File: config.mk
export PLATFORM = sky130hd
export DESIGN_NAME = dih_issue_ctrl
export DESIGN_NICKNAME = d
export VERILOG_FILES = /design/src/rtl/dih_pkg.sv /design/src/rtl/dih_issue_ctrl.sv
export SDC_FILE = /design/constraint.sdc
export NUM_CORES = 1
export LEC_CHECK = 0
export ABC_AREA = 1
export BUFFER_PORTS_ARGS = -buffer_cell sky130_fd_sc_hd__buf_2
export CORE_ASPECT_RATIO = 1.5
export CORE_MARGIN = 1.5
export CORE_UTILIZATION = 36
export CTS_CLUSTER_SIZE = 8
export DETAILED_ROUTE_END_ITERATION = 10
export PLACE_DENSITY_LB_ADDON = 0.25
export SLEW_MARGIN = 5
export SYNTH_ARGS = -nofsm -noshare
export SYNTH_HDL_FRONTEND = slang
export SYNTH_SLANG_ARGS = --single-unit
File: constraint.sdc
create_clock -name clk -period 2.72 [get_ports clk]
set_input_delay 0.544 -clock clk [delete_from_list [all_inputs] [get_ports clk]]
set_output_delay 0.544 -clock clk [all_outputs]
set_load 0.05 [all_outputs]
File: src/rtl/dih_pkg.sv
package dih_pkg;
   localparam int KIND_W = 3;

   typedef enum logic [KIND_W-1:0] {
      K_NOP   = 3'd0,
      K_ALU   = 3'd1,
      K_BR    = 3'd2,
      K_LD    = 3'd3,
      K_ST    = 3'd4,
      K_BAD   = 3'd7
   } kind_t;
endpackage

File: src/rtl/dih_issue_ctrl.sv
module dih_issue_ctrl
   import dih_pkg::*;
#(
   parameter int REG_W = 5
) (
   input  logic             clk,
   input  logic             rst_n,
   input  logic             pkt_valid,
   input  kind_t            a_kind,
   input  logic             a_wr_en,
   input  logic [REG_W-1:0] a_wr_idx,
   input  logic             a_sa_en,
   input  logic [REG_W-1:0] a_sa_idx,
   input  logic             a_sb_en,
   input  logic [REG_W-1:0] a_sb_idx,
   input  kind_t            m_kind,
   input  logic             m_wr_en,
   input  logic [REG_W-1:0] m_wr_idx,
   input  logic             m_sa_en,
   input  logic [REG_W-1:0] m_sa_idx,
   input  logic             m_sb_en,
   input  logic [REG_W-1:0] m_sb_idx,
   output logic             stall,
   output logic             issue_alu,
   output logic             issue_mem,
   output logic             malformed
);
   logic             shadow_vld;
   logic [REG_W-1:0] shadow_idx;
   logic             half_done;
   logic             live, a_bad, m_bad, load_use, in_pkt;

   assign live  = pkt_valid && rst_n;
   assign a_bad = (a_kind == K_LD) || (a_kind == K_ST) || (a_kind == K_BAD);
   assign m_bad = (m_kind == K_ALU) || (m_kind == K_BR) || (m_kind == K_BAD);

   assign load_use = shadow_vld &&
                     ((a_sa_en && a_sa_idx == shadow_idx) ||
                      (a_sb_en && a_sb_idx == shadow_idx) ||
                      (m_sa_en && m_sa_idx == shadow_idx) ||
                      (m_sb_en && m_sb_idx == shadow_idx));

   assign in_pkt = a_wr_en &&
                   ((m_sa_en && m_sa_idx == a_wr_idx) ||
                    (m_sb_en && m_sb_idx == a_wr_idx));

   always_comb begin
      stall     = 1'b0;
      issue_alu = 1'b0;
      issue_mem = 1'b0;
      malformed = 1'b0;
      if (live) begin
         if (half_done) begin
            issue_mem = (m_kind != K_NOP);
         end else if (a_bad || m_bad) begin
            malformed = 1'b1;
         end else if (load_use) begin
            stall = 1'b1;
         end else if (in_pkt) begin
            stall     = 1'b1;
            issue_alu = 1'b1;
         end else begin
            issue_alu = (a_kind != K_NOP);
            issue_mem = (m_kind != K_NOP);
         end
      end
   end

   always_ff @(posedge clk or negedge rst_n) begin
      if (!rst_n) begin
         shadow_vld <= 1'b0;
         shadow_idx <= '0;
         half_done  <= 1'b0;
      end else begin
         shadow_vld <= issue_mem && (m_kind == K_LD) && m_wr_en;
         shadow_idx <= m_wr_idx;
         half_done  <= stall && issue_alu;
      end
   end


   split_one_cycle_chk: assert property (@(posedge clk) disable iff (!rst_n)
      (stall && issue_alu) |=> !stall);

   no_mem_on_stall_chk: assert property (@(posedge clk) disable iff (!rst_n)
      stall |-> !issue_mem);

   luse_one_cycle_chk: assert property (@(posedge clk) disable iff (!rst_n)
      (stall && !issue_alu) |=> !(stall && !issue_alu));

   bad_drops_chk: assert property (@(posedge clk) disable iff (!rst_n)
      malformed |-> (!stall && !issue_alu && !issue_mem));

   idle_clears_chk: assert property (@(posedge clk) disable iff (!rst_n)
      !pkt_valid |=> !(stall && !issue_alu));
endmodule

Yosys cells after proc, flatten, opt, wreduce, memory -nomap -nowiden
Index checks and enable logic that the tools add are counted.
W data, S select, Z words.

cells by class
  eq/ne operators = 13
  muxes and demuxes = 18
  reduce and logical (&&, ||, !) cells = 23

operators by type and width
  cell                  count
  $eq A5 B5 Y1          6
  $mux W1               18
  $logic_and A1 B1 Y1   12
  $eq A3 B2 Y1 const B  3
  $eq A3 B3 Y1 const B  3
  $logic_or A1 B1 Y1    9
  $reduce_bool A3 Y1    2
  $eq A3 B1 Y1 const B  1

word-level totals
  flip-flop bits (word level) = 7
  input port bits = 45
  output and inout bits = 4
  word-level logic and storage cells = 57

Longest topological paths before layout
Gate-level depths: netlist (run 1).

  depth in word-level cells = 12
  gate-level depth with buffers = 11
  depth with buffers taken out = 11

Least setup slack after synthesis (run 1)
OpenSTA, ideal clock, no wires.

  path type = input-to-output
  start = input port a_wr_idx[0]
  end = output port stall
  arrival = 2184 ps
  data required time = 2176 ps
  path slack = -8 ps
  cell stages on the path = 8
  path buffers = 0
  cell sequence = inv_1 nand2_1 o21ai_0 nor3_1 nand3_1 nand2_1 nand2_1 a21boi_0

between the ends
  word-level cells in the longest chain between the ends = 9
  elaborated cells on any way between the ends = 11
  those cells by class = eq/ne: 2; mux: 5; reduce/logical: 4

ends and longest elaborated chain
  item                                    RTL line                                    text
  from (decl)                             dih_issue_ctrl.sv:11                        input logic [REG_W-1:0] a_wr_idx,
  $eq A5 B5 Y1 (on tied branches)         dih_issue_ctrl.sv:44, dih_issue_ctrl.sv:45
  $logic_and A1 B1 Y1 (on tied branches)  dih_issue_ctrl.sv:44, dih_issue_ctrl.sv:45
  $logic_or A1 B1 Y1 *                    dih_issue_ctrl.sv:44                        ((m_sa_en && m_sa_idx == a_wr_idx) ||
  $logic_and A1 B1 Y1 *                   dih_issue_ctrl.sv:43                        assign in_pkt = a_wr_en &&
  $mux W1 *                               dih_issue_ctrl.sv:59                        end else if (in_pkt) begin
  $mux W1 *                               dih_issue_ctrl.sv:57                        end else if (load_use) begin
  $mux W1 *                               dih_issue_ctrl.sv:55                        end else if (a_bad || m_bad) begin
  $mux W1 *                               dih_issue_ctrl.sv:53                        if (half_done) begin
  $mux W1 *                               dih_issue_ctrl.sv:52                        if (live) begin
  to (decl)                               dih_issue_ctrl.sv:23                        output logic stall,

Mark *: on every way between the ends. The rest lies on a longest branch, timed or not.

Worst setup path in the final report (run 1)
  start = register shadow_idx[4]
  end = output port issue_mem

between the ends
  word-level cells in the longest chain between the ends = 10
  elaborated cells on any way between the ends = 16
  those cells by class = eq/ne: 4; mux: 4; reduce/logical: 8

ends and longest elaborated chain
  item                                    RTL line                                    text
  from (decl)                             dih_issue_ctrl.sv:29                        logic [REG_W-1:0] shadow_idx;
  from (signal assigned)                  dih_issue_ctrl.sv:76                        shadow_idx <= m_wr_idx;
  $eq A5 B5 Y1 (on tied branches)         dih_issue_ctrl.sv:38, dih_issue_ctrl.sv:39
  $logic_and A1 B1 Y1 (on tied branches)  dih_issue_ctrl.sv:38, dih_issue_ctrl.sv:39
  $logic_or A1 B1 Y1                      dih_issue_ctrl.sv:38                        ((a_sa_en && a_sa_idx == shadow_idx) ||
  $logic_or A1 B1 Y1                      dih_issue_ctrl.sv:39                        (a_sb_en && a_sb_idx == shadow_idx) ||
  $logic_or A1 B1 Y1 *                    dih_issue_ctrl.sv:40                        (m_sa_en && m_sa_idx == shadow_idx) ||
  $logic_and A1 B1 Y1 *                   dih_issue_ctrl.sv:37                        assign load_use = shadow_vld &&
  $mux W1 *                               dih_issue_ctrl.sv:57
  $mux W1 *                               dih_issue_ctrl.sv:55
  $mux W1 *                               dih_issue_ctrl.sv:53
  $mux W1 *                               dih_issue_ctrl.sv:52
  to (decl)                               dih_issue_ctrl.sv:25                        output logic issue_mem,

Marked as above.

==> results of run 1 <==
## worst max-delay path: cells and delay by family, from the launching register on
family                 cells  cell delay (ns)
and+or+nand+nor            8             0.52
AOI/OAI and AO/OA          1             0.17
DFF                        1             0.43
buffers and inverters      3             0.39
## cell usage after synthesis (all sizes together)
library cell	count	area, um2
nand2	66	253
inv	33	124
nor2	30	123
o21ai	10	53.8
dfrtp	7	175
nand3	7	40.0
nor3	5	25.0
a21oi	3	15.0
o22ai	3	18.8
a21boi	1	7.51
nor3b	1	7.51
## routing by layer
metal,vias to the layer above,share of wire [%]
met5,-,0
met1,421,43
met2,36,49
li1,607,-
met3,8,5.4
met4,0,2.4
## power breakdown
part,total (W),internal (W),switching [W]
registers,0.000114,0.000108,0.00000545
clock network,0.0000896,0.0000557,0.0000339
logic,0.000126,0.0000534,0.0000729
total,0.000330,0.000217,0.000112
## kinds of logic after synthesis
logic type	after synthesis	share of synthesized area, %
and+or+nand+nor	109	53.2
AOI/OAI and AO/OA	17	11.3
buffers and inverters	33	14.7
DFF	7	20.8
## path summary, 6_finish.rpt
check                      slack [ns]             to           from  cells after the start
setup reg to reg                 1.36     shadow_vld  shadow_idx[4]                     11
hold / removal                   0.12      half_done          rst_n                      1
min in group clk                 0.40  shadow_idx[0]    m_wr_idx[0]                      1
setup / recovery                 0.42      issue_mem  shadow_idx[4]                     12
hold reg to reg                  0.57      half_done     shadow_vld                      3
max in group asynchronous        2.44  shadow_idx[2]          rst_n                      1
## cells in the final DEF, fill, tap and decap left out, drive strengths merged
cell type | Yosys | routed
inv | 33 | 33
o21ai | 10 | 10
dfrtp | 7 | 7
nor3 | 5 | 5
nand2 | 66 | 66
a21oi | 3 | 3
buf | 0 | 48
nor2 | 30 | 30
a21boi | 1 | 1
nand3 | 7 | 7
clkbuf | 0 | 4
nor3b | 1 | 1
o22ai | 3 | 3
## sequential cells by signal, indices dropped and copies added, names as in the netlist
signal	cells
half_done	1
shadow_vld	1
shadow_idx	5
## metrics by stage
| step | worst slack, ns | std cells | hold slack [ns] | area [um2] |
|---|---|---|---|---|
| after global routing | 0.248 | 241 | 0.120 | 1140 |
| after CTS | 0.408 | 241 | 0.123 | 1140 |
| after detailed placement | 0.460 | 237 | 0.386 | 1110 |
| final | 0.419 | 241 | 0.125 | 1140 |
| after floorplan | 0.219 | 166 | 0.248 | 842 |
| after global placement | 0.470 | 237 | 0.384 | 1110 |
## final cells by class
type / count / area [um2] / share of cell area, %
Inverter: 33 / 124 / 10.9
Sequential cell: 7 / 175 / 15.4
Multi-Input combinational cell: 126 / 543 / 47.7
Tap cell: 23 / 28.8 / 2.53
Clock buffer: 4 / 26.3 / 2.31
Timing Repair Buffer: 48 / 240 / 21.1
==> reports/metrics.yaml, run 1 <==
grt_pass1_wl_mm: 3.38
power_w: 0.000330
cts.clk_slew.worst_paths_ns: 0.05
postLayoutCoreUtil_pct: 50.9
cp_common_cell: "nand2_1"
ys_types: 17
final_nets: 264
top_usage_layer: "met2"
via_count: 1072
diodes: 0
crit_required_ns: 2.18
power.density_nw_per_um2: 290
first_pass_iters: 4
slowest_delay_ns: 0.43
routed_wl_mm: 2.05
finalSetupTns_ns: 0
grt_util_all_layers_pct: 15.9
setup.worst_path.class: "flop to output pin"
syn_area_per_cell_um2: 5.07
syn_area_um2: 842
startpoint_type: "flop"
pin_count: 49
grt_max_degree: 9
yosysWarningCount: 0
hpwl_mm: 1.85
htree_num_levels: 1
cts_buffers: 3
max_freq_mhz: 435
rsz0062_at_grt: "no"
clock_latency_ns: 0.24
cts_buffer_depth: 2
die_h_um: 62.2
post_cts_buffers: 0
setup_viol: 0
drive_gt1_share_pct: 29.4
yosysSeqAreaShare_pct: 20.8
use_met2_pct: 27.3
crit_path_end_kind: "output pin"
power.leakage_nw: 0.752
path_cells: "inv_2, nand2_1, nand2_1, nor2_1, nand3_1, nand2_1, o21ai_2, nand3_1, nand2_1, nand2_2, inv_1, buf_2"
fin_crit_ns: 2.30
cap_viol_max_count: 0
cp_slowest_cell: "dfrtp_1"
postCtsHoldBufs: 0
synth_nets: 211
ys_ff_latch: 7
finalCritPeriodShare_pct: 84.6
synth_cells: 166
first_global_vias: 929
drtIter0Drc: 7
maxSlewViolCount: 0
hp-class: "primary input to asynchronous set/reset pin"
initial_core_util_pct: 37.7
skew_ns: 0.00109
overflow: 0
ir_drop_mv: 0.285
use_met3_pct: 1.16
routed_via_density: 4.45
grtUsageMet1_pct: 18.8
slew_headroom_pct: 84.2
cp_data_arrival_time_ns: 1.76
drt_drc_violations_left: 0
wl_per_cell_um: 8.51
hold_violations: 0
antenna_left: 0
max_slew.worst_pin.slew_ns: 0.234
core_um2: 2230
cts.sinks: 7
io_buffers: 48
cts_root_buffer: "clkbuf_4"
crit_fanout: 5
die_x_um: 42.5
outcome: "finished, final reports clean"
cts_tree: "done"
die_area_um2: 2640
fillers: 247
post_cts_resized: 0
rows: 21
antenna_found_initial: 0
area_growth_pct: 35.1
gp_congestion: 0.928
Note: power is estimated with default switching activity, not from simulation.
==> run 2, diff against run 1 <==
--- a/config.mk
+++ b/config.mk
@@ -5,11 +5,10 @@
 export SDC_FILE = /design/constraint.sdc
 export NUM_CORES = 1
 export LEC_CHECK = 0
-export ABC_AREA = 1
+export ABC_AREA = 0
 export BUFFER_PORTS_ARGS = -buffer_cell sky130_fd_sc_hd__buf_2
-export CORE_ASPECT_RATIO = 1.5
 export CORE_MARGIN = 1.5
-export CORE_UTILIZATION = 36
+export CORE_UTILIZATION = 35
 export CTS_CLUSTER_SIZE = 8
 export DETAILED_ROUTE_END_ITERATION = 10
 export PLACE_DENSITY_LB_ADDON = 0.25
==> constraint.sdc (replaced) <==
create_clock -name clk -period 1.95 [get_ports clk]
set_input_delay 0.39 -clock clk [delete_from_list [all_inputs] [get_ports clk]]
set_output_delay 0.39 -clock clk [all_outputs]
set_load 0.05 [all_outputs]
==> reports/metrics.yaml, run 2 <==
outcome: "complete, but fails checks"
violations: "setup timing"
power_w: 0.000482
skew_ns: 0.00169
gp_congestion: 0.787
hpwl_mm: 1.64
ys_types: 19
fillers: 161
grt_util_all_layers_pct: 19.0
layout_common_cells: "buf_2, buf_4, xor2_1, xnor2_1, nand3_1"
synthArstFlopShare_pct: 100
initial_core_util_pct: 37.7
hp-class: "primary input to asynchronous set/reset pin"
hold_slack_ns: 0.0428
cts_buffers: 3
clockPowerShare_pct: 25.6
synth_flop_cell: "dfrtp_1"
synth_cells: 72
ir_drop_mv: 0.332
rrSetupSlack_ns: 0.09
path_cells: "xor2_1, nor4_1, nand3_1, a41o_1, a22o_4, buf_8"
wl_per_cell_um: 11.3
area_growth_pct: 76.9
maxSlewViolCount: 0
setup_ws_ns: -0.374
r2r_end: "shadow_vld"
max_flop_register: "shadow_idx"
setup_viol: 3
synth_area_leaders: "dfrtp_1, xor2_1, xnor2_1"
final_nets: 187
cts_buffer_depth: 2
antenna_found_initial: 0
rsz0062_at_grt: "yes"
routed_wl_mm: 1.87
slew_headroom_pct: 68.2
p_sw_w: 0.000144
synth_nets: 117
p_comb_share_pct: 41.0
diodes: 0
largest_reg_flops: 5
synth_most_common_cell: "xor2_1"
cts_root_buffer: "clkbuf_4"
routed_via_density: 4.75
max_freq_mhz: 430
cts_tree: "done"
synth_edf_count: 0
yosysTopAreaCell: "dfrtp_1"
fin_crit_ns: 2.32
crit_required_ns: 1.56
cp_data_arrival_time_ns: 1.93
finalCritPeriodShare_pct: 119
seqPwrFrac_pct: 33.3
ys_ff_latch: 7
cp_slowest_cell: "dfrtp_2"
max_slew.worst_pin.slew_ns: 0.473
dp.cells: 161
io_buffers: 48
synth_top_area_share_pct: 26.9
swShare_pct: 29.8
drtIter0Drc: 7
path_delay_family: "compound AO/OA/AOI/OAI gates"
setup.worst_path.class: "flop to output pin"
postLayoutCoreUtil_pct: 66.7
cts.clk_slew.worst_paths_ns: 0.05
first_global_vias: 753
first_pass_iters: 4
synth_common_cells: "xor2_1, xnor2_1, dfrtp_1, nand3_1, nor4_1"
slowest_delay_ns: 0.43
crit_path_end_kind: "output pin"
internal_power_w: 0.000339
rr_worst_depth: 6
worst-path-buf-inv: 1
cts.sinks: 7
crit_fanout: 4
layout_commonest_cell: "buf_2"
syn_area_um2: 651
rows: 15
die_x_um: 46.1
drt_drc_violations_left: 0
grt_max_degree: 8
yosysSeqAreaShare_pct: 26.9
antenna_left: 0
hold_violations: 0
reg_top3: "shadow_idx (5), half_done (1), shadow_vld (1)"
yosysWarningCount: 0
drive_gt1_share_pct: 56.0
finalSetupTns_ns: -0.988
startpoint_type: "flop"
overflow: 0
die_area_um2: 2130
pin_count: 49
stdcell_count: 166
grt_pass1_wl_mm: 2.83
clock_latency_ns: 0.24
via_count: 788
cap_viol_max_count: 0
postCtsHoldBufs: 0
die_h_um: 46.1
r2r-start: "shadow_idx[4]"
syn_area_per_cell_um2: 9.04
power.leakage_nw: 0.540
htree_num_levels: 1
core_um2: 1730
power.density_nw_per_um2: 419
-- run 2: changes by cell type after synthesis, moves of 5 or more --
cell,change
xor2_1,+16
inv_2,-5
nor2_1,-22
inv_1,-27
xnor2_1,+15
o21ai_0,-7
nand2_1,-61
nor4_1,+5
-- run 2: stage by stage --
step | setup WS, ns | area, um2
2_1_floorplan | -0.132 | 672
3_3_place_gp | -0.257 | 1060
3_5_place_dp | -0.273 | 1060
4_1_cts | -0.390 | 1130
5_1_grt | -0.471 | 1150
6_report | -0.374 | 1150
-- run 2: worst max-delay path by stage --
| stage | from | endpoint | slack, ns | cells past startpoint |
|---|---|---|---|---|
| after global placement | m_sb_idx[4] | issue_mem | -0.26 | 7 |
| after floorplan | shadow_idx[4] | stall | -0.13 | 5 |
| final | shadow_idx[4] | issue_mem | -0.37 | 6 |
| after detailed placement | m_sb_idx[4] | issue_mem | -0.27 | 7 |
| after global routing | shadow_idx[4] | issue_mem | -0.47 | 6 |
| after CTS | shadow_idx[0] | issue_mem | -0.39 | 6 |
-- run 2: cells by family after synthesis --
family | after synthesis | share of synthesized area (%)
AOI/OAI and AO/OA | 7 | 8.65
and+or+nand+nor | 26 | 22.1
DFF | 7 | 26.9
xor gates and xnor gates | 31 | 41.7
buffers and inverters | 1 | 0.576
-- run 2: cell type report --
type / count / area [um2] / area share [%]
Clock buffer: 4 / 26.3 / 2.28
Sequential cell: 7 / 180 / 15.7
Inverter: 1 / 3.75 / 0.326
Multi-Input combinational cell: 64 / 519 / 45.1
Tap cell: 25 / 31.3 / 2.72
Timing Repair Buffer: 65 / 390 / 33.9
-- run 2: power by group through the flow --
| stage | Combinational [W] | Sequential [W] | Clock, W |
|---|---|---|---|
| after global routing | 0.000214 | 0.000162 | 0.000142 |
| after CTS | 0.000193 | 0.000160 | 0.000129 |
| after global placement | 0.000178 | 0.000162 | 0 |
| after floorplan | 0.0000826 | 0.000161 | 0 |
| after detailed placement | 0.000184 | 0.000163 | 0 |
| final | 0.000198 | 0.000161 | 0.000124 |
-- run 2: per-layer routing --
metal | share of wire, % | wire length (um) | track usage, %
met4 | 2.5 | 47 | 11.4
met2 | 51 | 959 | 34.2
met3 | 6.5 | 121 | 2.35
met5 | 0 | 0 | 0
met1 | 40 | 745 | 20.8
-- run 2: timing repair --
action	4_1_cts	5_1_grt
pin swaps	6	4
resized for setup	9	6
endpoints found under the hold margin	0	0
buffers inserted	1	0
endpoints found under the setup margin	4	4
